$ cat config.mk
export PLATFORM = sky130hd
export DESIGN_NAME = color_reg_port
export DESIGN_NICKNAME = d
export VERILOG_FILES = /design/src/rtl/color_reg_port_pkg.sv /design/src/rtl/host_strobe.sv /design/src/rtl/color_bank.sv /design/src/rtl/readback_mux.sv /design/src/rtl/color_reg_port.sv
export SDC_FILE = /design/constraint.sdc
export NUM_CORES = 1
export LEC_CHECK = 0
export BUFFER_PORTS_ARGS = -buffer_cell sky130_fd_sc_hd__buf_2
export CORE_ASPECT_RATIO = 1.25
export CORE_MARGIN = 5
export CORE_UTILIZATION = 45
export DETAILED_ROUTE_END_ITERATION = 8
export GPL_TIMING_DRIVEN = 0
export HOLD_SLACK_MARGIN = 0.06
export PLACE_DENSITY = 0.79
export SLEW_MARGIN = 20
export SYNTH_ARGS = -nofsm -noshare
export SYNTH_HDL_FRONTEND = slang
export SYNTH_HIERARCHICAL = 1
export SYNTH_SLANG_ARGS = --single-unit
$ cat constraint.sdc
create_clock -name clk -period 2.3 [get_ports clk]
set_input_delay 0.345 -clock clk [delete_from_list [all_inputs] [get_ports clk]]
set_output_delay 0.345 -clock clk [all_outputs]
set_load 0.05 [all_outputs]
$ cat src/rtl/color_reg_port_pkg.sv
package color_reg_port_pkg;

    localparam int unsigned HOST_ADDR_W  = 3;
    localparam int unsigned COLOR_PTR_W  = 2;

    typedef enum logic [HOST_ADDR_W-1:0] {
        SLOT_CFG      = 3'd0,
        SLOT_CFG2     = 3'd1,
        SLOT_GAIN     = 3'd2,
        SLOT_ODD_OFF  = 3'd3,
        SLOT_EVEN_OFF = 3'd4,
        SLOT_IN_OFF   = 3'd5,
        SLOT_RSVD     = 3'd6,
        SLOT_BAYER    = 3'd7
    } slot_e;

endpackage

$ cat src/rtl/host_strobe.sv
module host_strobe
    import color_reg_port_pkg::*;
#(
    parameter int unsigned DATA_W = 8
) (
    input  logic                   clk,
    input  logic                   rst_n,
    input  logic                   cs_n,
    input  logic                   wr_n,
    input  logic [HOST_ADDR_W-1:0] addr,
    input  logic [DATA_W-1:0]      din,
    output logic                   wr_commit,
    output logic [HOST_ADDR_W-1:0] wr_addr,
    output logic [DATA_W-1:0]      wr_data
);

    typedef struct packed {
        logic                   wr_low;
        logic [HOST_ADDR_W-1:0] addr;
        logic [DATA_W-1:0]      data;
    } strobe_t;

    strobe_t st_d, st_q;

    always_comb begin
        st_d        = st_q;
        st_d.wr_low = !wr_n && !cs_n;
        if (!wr_n && !cs_n) begin
            st_d.addr = addr;
            st_d.data = din;
        end
    end

    always_ff @(posedge clk or negedge rst_n) begin
        if (!rst_n) begin
            st_q <= '0;
        end else begin
            st_q <= st_d;
        end
    end

    assign wr_commit = st_q.wr_low && wr_n && !cs_n;
    assign wr_addr   = st_q.addr;
    assign wr_data   = st_q.data;

endmodule

$ cat src/rtl/color_bank.sv
module color_bank
    import color_reg_port_pkg::*;
#(
    parameter int unsigned DATA_W     = 8,
    parameter int unsigned NUM_COLORS = 3
) (
    input  logic                         clk,
    input  logic                         rst_n,
    input  logic                         wr_en,
    input  logic [COLOR_PTR_W-1:0]       ptr,
    input  logic [DATA_W-1:0]            wdata,
    output logic [NUM_COLORS*DATA_W-1:0] bank_flat,
    output logic [DATA_W-1:0]            rdata
);

    logic [NUM_COLORS-1:0][DATA_W-1:0] bank_d, bank_q;
    logic [NUM_COLORS-1:0]             lane_hit;

    for (genvar c = 0; c < NUM_COLORS; c++) begin : g_lane
        assign lane_hit[c] = (ptr == COLOR_PTR_W'(c));
        assign bank_flat[c*DATA_W +: DATA_W] = bank_q[c];
    end

    always_comb begin
        bank_d = bank_q;
        rdata  = '0;
        for (int c = 0; c < NUM_COLORS; c++) begin
            if (wr_en && lane_hit[c]) begin
                bank_d[c] = wdata;
            end
            if (lane_hit[c]) begin
                rdata = bank_q[c];
            end
        end
    end

    always_ff @(posedge clk or negedge rst_n) begin
        if (!rst_n) begin
            bank_q <= '0;
        end else begin
            bank_q <= bank_d;
        end
    end

endmodule

$ cat src/rtl/readback_mux.sv
module readback_mux
    import color_reg_port_pkg::*;
#(
    parameter int unsigned DATA_W = 8
) (
    input  logic [HOST_ADDR_W-1:0] addr,
    input  logic [DATA_W-1:0]      cfg,
    input  logic [DATA_W-1:0]      cfg2,
    input  logic [DATA_W-1:0]      in_off,
    input  logic [DATA_W-1:0]      bayer,
    input  logic [DATA_W-1:0]      gain_sel,
    input  logic [DATA_W-1:0]      odd_sel,
    input  logic [DATA_W-1:0]      even_sel,
    output logic [DATA_W-1:0]      rdata
);

    always_comb begin
        case (slot_e'(addr))
            SLOT_CFG:      rdata = cfg;
            SLOT_CFG2:     rdata = cfg2;
            SLOT_GAIN:     rdata = gain_sel;
            SLOT_ODD_OFF:  rdata = odd_sel;
            SLOT_EVEN_OFF: rdata = even_sel;
            SLOT_IN_OFF:   rdata = in_off;
            SLOT_BAYER:    rdata = bayer;
            default:       rdata = '0;
        endcase
    end

endmodule

$ cat src/rtl/color_reg_port.sv
module color_reg_port
    import color_reg_port_pkg::*;
#(
    parameter int unsigned DATA_W     = 8,
    parameter int unsigned SAMPLE_W   = 12,
    parameter int unsigned NUM_COLORS = 3
) (
    input  logic                         clk,
    input  logic                         rst_n,
    input  logic                         cs_n,
    input  logic                         rd_n,
    input  logic                         wr_n,
    input  logic                         oe_n,
    input  logic [HOST_ADDR_W-1:0]       addr,
    input  logic [DATA_W-1:0]            host_din,
    input  logic [SAMPLE_W-1:0]          sample_in,
    output logic [SAMPLE_W-1:0]          dout,
    output logic                         dout_oe,
    output logic [DATA_W-1:0]            cfg_o,
    output logic [DATA_W-1:0]            cfg2_o,
    output logic [NUM_COLORS*DATA_W-1:0] gain_rgb,
    output logic [NUM_COLORS*DATA_W-1:0] odd_off_rgb,
    output logic [NUM_COLORS*DATA_W-1:0] even_off_rgb,
    output logic [DATA_W-1:0]            in_off_o,
    output logic [DATA_W-1:0]            bayer_o
);

    localparam int unsigned PAD_W   = SAMPLE_W - DATA_W;
    localparam int unsigned PTR_MSB = DATA_W - 1;
    localparam int unsigned N_BANKS = 3;

    typedef struct packed {
        logic [DATA_W-1:0] cfg;
        logic [DATA_W-1:0] cfg2;
        logic [DATA_W-1:0] in_off;
        logic [DATA_W-1:0] bayer;
    } glob_t;

    glob_t glob_d, glob_q;

    logic                   wr_commit;
    logic [HOST_ADDR_W-1:0] wr_addr;
    logic [DATA_W-1:0]      wr_data;
    logic [COLOR_PTR_W-1:0] color_ptr;
    logic [DATA_W-1:0]      rd_data;
    logic                   rd_active;

    logic [N_BANKS-1:0]                        bank_we;
    logic [N_BANKS-1:0][DATA_W-1:0]            bank_rd;
    logic [N_BANKS-1:0][NUM_COLORS*DATA_W-1:0] bank_out;

    host_strobe #(
        .DATA_W (DATA_W)
    ) u_strobe (
        .clk       (clk),
        .rst_n     (rst_n),
        .cs_n      (cs_n),
        .wr_n      (wr_n),
        .addr      (addr),
        .din       (host_din),
        .wr_commit (wr_commit),
        .wr_addr   (wr_addr),
        .wr_data   (wr_data)
    );

    assign color_ptr = glob_q.cfg[PTR_MSB -: COLOR_PTR_W];

    always_comb begin
        bank_we    = '0;
        bank_we[0] = wr_commit && (slot_e'(wr_addr) == SLOT_GAIN);
        bank_we[1] = wr_commit && (slot_e'(wr_addr) == SLOT_ODD_OFF);
        bank_we[2] = wr_commit && (slot_e'(wr_addr) == SLOT_EVEN_OFF);
    end

    for (genvar b = 0; b < N_BANKS; b++) begin : g_bank
        color_bank #(
            .DATA_W     (DATA_W),
            .NUM_COLORS (NUM_COLORS)
        ) u_bank (
            .clk       (clk),
            .rst_n     (rst_n),
            .wr_en     (bank_we[b]),
            .ptr       (color_ptr),
            .wdata     (wr_data),
            .bank_flat (bank_out[b]),
            .rdata     (bank_rd[b])
        );
    end

    always_comb begin
        glob_d = glob_q;
        if (wr_commit) begin
            case (slot_e'(wr_addr))
                SLOT_CFG:    glob_d.cfg    = wr_data;
                SLOT_CFG2:   glob_d.cfg2   = wr_data;
                SLOT_IN_OFF: glob_d.in_off = wr_data;
                SLOT_BAYER:  glob_d.bayer  = wr_data;
                default:     glob_d        = glob_q;
            endcase
        end
    end

    always_ff @(posedge clk or negedge rst_n) begin
        if (!rst_n) begin
            glob_q <= '0;
        end else begin
            glob_q <= glob_d;
        end
    end

    readback_mux #(
        .DATA_W (DATA_W)
    ) u_rdmux (
        .addr     (addr),
        .cfg      (glob_q.cfg),
        .cfg2     (glob_q.cfg2),
        .in_off   (glob_q.in_off),
        .bayer    (glob_q.bayer),
        .gain_sel (bank_rd[0]),
        .odd_sel  (bank_rd[1]),
        .even_sel (bank_rd[2]),
        .rdata    (rd_data)
    );

    assign rd_active = !cs_n && !rd_n;

    always_comb begin
        dout_oe = !oe_n;
        if (oe_n) begin
            dout = '0;
        end else if (rd_active) begin
            dout = {{PAD_W{1'b0}}, rd_data};
        end else begin
            dout = sample_in;
        end
    end

    assign cfg_o        = glob_q.cfg;
    assign cfg2_o       = glob_q.cfg2;
    assign in_off_o     = glob_q.in_off;
    assign bayer_o      = glob_q.bayer;
    assign gain_rgb     = bank_out[0];
    assign odd_off_rgb  = bank_out[1];
    assign even_off_rgb = bank_out[2];

endmodule

==> flow_summary_export.csv <==
group,metric,value,unit
clock_tree,cts_made_buffers,17,
final_layout,nets,648,
power,power.density,1038,mW/mm^2
synth,synth_seq_cells,116,
detailed_routing,ant_nets,0,
sta,min_period,3.043,ns
synth,avgSynthCellArea,13.32,sq um
sta,slew_headroom,32.00,%
sta,fin_skew,0.009323,ns
grt,grt_overflow_total,0,
floorplanning,die_x,111.7,um
critical_path,critPathKind,"flop to output port",
outcome,outcome,"complete, but fails checks",
synth,synth_fa_ha_area_share,0,%
sta,tightest_slew,1.020,ns
critical_path,critPathMaxFanout,10,
grt,grt_pass1_vias,4679,
detailed_routing,routed_wl,16520,um
final_layout,final_common_cell,"buf_2",
clock_tree,htree_levels,4,
synth,synthSimpleGateAreaFrac,7.674,%
clock_tree,cts_tree,"yes",
synth,synth_compound_area_share,8.405,%
clock_tree,cts_num_sinks,116,
detailed_routing,vias,4366,
grt,grt_usage,21.85,%
synth,syn_inst,437,
synth,syn_area,0.005821,sq mm
sta,hold_viol_final,0,
power,power,8.196,mW
detailed_routing,wl_per_cell,20.67,um
final_layout,n_antenna_cell,0,
final_layout,drive_gt1_share,61.97,%
power,vdd_drop_max,525.6,uV
hold_path,hold_class,"input port to flop",
final_layout,mostFrequentLayoutCells,"buf_2 (142), mux2_2 (116), dfrtp_1 (114)",
critical_path,start_kind,"flop",
grt,grt_pass1_wl,25590,um
critical_path,max_stage_delay,0.54,ns
floorplanning,die_area,0.01532,sq mm
floorplanning,num_io_pins,146,
critical_path,cp_cell_sequence,"buf_12 > nor2b_4 > o2bb2ai_1 > mux2_4 > a22oi_1 > nor2_1 > a211o_1 > or3b_4 > a21oi_4 > buf_6",
sta,setup_viol,8,
critical_path,cp_top_family,"simple AND/OR/NAND/NOR gates",
placed_design,dp_hpwl,11700,um
critical_path,end_kind,"output port",
placed_design,io_buffers,145,
floorplanning,fp.coreArea,0.01272,sq mm
synth,synth_seq_area_share,49.87,%
floorplanning,rows,46,
detailed_routing,drt_iter0_drc,172,
final_layout,syn_to_final_growth,35.60,%
synth,syn_nets,466,
final_layout,fin_util,62.05,%
detailed_routing,drc,0,
synth,synthTopCellsByArea,"dfrtp_1 (50%), mux2_2 (23%), mux2i_1 (5.8%), o2bb2ai_1 (3.6%), buf_4 (1.8%)",
power,p_leak,3.977,nW
synth,synth_xor_area_share,0,%
synth,synthMuxAreaShare,29.39,%
critical_path,worst_ep_required_time,1.96,ns
placed_design,routabilityCongestion,0.9000,
sta,fin_setup_tns,-5.716,ns
sta,fin_crit_sh,132.3,%
outcome,violations,"negative setup slack",
critical_path,crit_path_top_delay_cell,"dfrtp_4",
detailed_routing,dr.pass1.iters,4,
clock_tree,cts_buffer_depth,2,
synth,ys_warn_count,6,
sta,final_max_slew_viol_count,0,
grt,grt_start_max_net_pins,67,
synth,ys_types,38,
critical_path,worstPathArrival,2.70,ns
synth,synth_top_family_by_area,"multiplexers",
synth,synth_top_area_share,49.87,%
sta,fmax,0.3286,GHz
synth,synth.largest_area_cell,"dfrtp_1",
grt,antenna_found_initial,0,
clock_tree,path_clk_slew,0.05,ns
sta,rsz0062_at_grt,"yes",
sta,fin_ws,-0.7431,ns
floorplanning,dieHeight,137.2,um
clock_tree,clk_latency,0.41,ns
placed_design,place_ws,-0.5305,ns
detailed_routing,vias_per_cell,5.464,
run,maxCapViolations,0,
sta,whs,0.1641,ns
floorplanning,start_util,45.76,%
critical_path,critPathBufInv,2,
clock_tree,ctsRootBufferMaster,"clkbuf_16",
final timing paths:
check	endpoint	slack, ns	start	cells past startpoint
worst min-delay path	u_strobe/wr_data[5]$_DFFE_PN0P_	0.16	host_din[5]	2
max in group asynchronous	g_bank[1].u_bank/bank_flat[17]$_DFFE_PN0P_	1.12	rst_n	3
min in group asynchronous	in_off_o[5]$_DFFE_PN0P_	0.50	rst_n	2
worst max-delay path	dout[0]	-0.74	cfg_o[6]$_DFFE_PN0P_	10
worst min register to register	u_strobe/wr_addr[0]$_DFFE_PN0P_	0.50	u_strobe/wr_addr[0]$_DFFE_PN0P_	1
worst max register to register	g_bank[0].u_bank/bank_flat[7]$_DFFE_PN0P_	0.17	u_strobe/st_q[11]$_DFF_PN0_	6
synthesized netlist by cell type:
| cell type | n |
|---|---|
| mux2_2 | 119 |
| dfrtp_1 | 116 |
| mux2i_1 | 34 |
| o2bb2ai_1 | 24 |
| o21ai_0 | 18 |
| a21oi_1 | 15 |
| buf_4 | 14 |
| nor2_1 | 11 |
| buf_2 | 9 |
| nor2b_1 | 9 |
| or3b_2 | 7 |
| buf_6 | 6 |
| nand3b_2 | 6 |
| a211o_1 | 5 |
| clkbuf_1 | 5 |
| a22oi_1 | 4 |
| nor3b_1 | 4 |
| a31oi_1 | 3 |
| nor3b_4 | 3 |
| and3_1 | 2 |
| inv_1 | 2 |
| mux2_4 | 2 |
| nand2_1 | 2 |
| nand3_1 | 2 |
| nor4bb_1 | 2 |
| a221oi_1 | 1 |
| a22oi_2 | 1 |
| and2_1 | 1 |
| and4_1 | 1 |
| and4b_1 | 1 |
| buf_12 | 1 |
| clkbuf_4 | 1 |
| nand4_1 | 1 |
| nand4b_1 | 1 |
| nor2_2 | 1 |
| nor3_1 | 1 |
| nor4b_4 | 1 |
| or3b_1 | 1 |
area by class of cell:
cell class / instances / area, sq um
timing repair buffer: 165 / 970.9
inverter: 2 / 7.507
buffer: 34 / 297.8
multi-input combinational: 283 / 2894
tap: 168 / 210.2
sequential: 116 / 2910
clock buffer: 22 / 474.2
fill: 981 / 4827
clock inverter: 9 / 127.6
kinds of logic (layout without fill, tap and decap cells):
kind of cell,after synthesis,in the layout
DFF,116,116
and+or+nand+nor,57,57
muxes,155,155
AOI/OAI and AO/OA,71,71
buffers and inverters,38,232
stage by stage:
step | std cells | cell area (sq um)
5_1_grt | 799 | 7893
2_1_floorplan | 437 | 5978
3_5_place_dp | 751 | 6948
3_3_place_gp | 750 | 6914
6_report | 799 | 7893
4_1_cts | 794 | 7772
registers in the layout, indices dropped and copies added (netlist names):
name and flops:
u_strobe/st_q 1, u_strobe/wr_addr 3, bayer_o 8, cfg2_o 8, g_bank.u_bank/bank_flat 72, in_off_o 8, cfg_o 8, u_strobe/wr_data 8
routing by layer:
| layer | GRT usage, % | part of all wire (%) | wire (um) | vias up |
|---|---|---|---|---|
| li1 | - | - | - | 1981 |
| met1 | 24.80 | 39 | 6368 | 2184 |
| met2 | 38.97 | 52 | 8534 | 173 |
| met3 | 6.502 | 7.4 | 1224 | 28 |
| met4 | 8.046 | 2.4 | 391 | 0 |
| met5 | 0 | 0 | 0 | - |
power breakdown:
| part | leakage (nW) | internal, mW | switching (mW) |
|---|---|---|---|
| logic | 2.13 | 1.00 | 1.90 |
| clock network | 0.288 | 1.78 | 0.898 |
| registers | 1.56 | 2.36 | 0.264 |
what timing repair did:
item                                   CTS  global route
buffers inserted                        13             5
pin swaps                                1             4
hold buffers                             1             0
setup endpoints to repair               24            24
endpoints found under the hold margin   65             0
gates resized for setup                 33            14
Note: power is estimated with default switching activity, not from simulation.
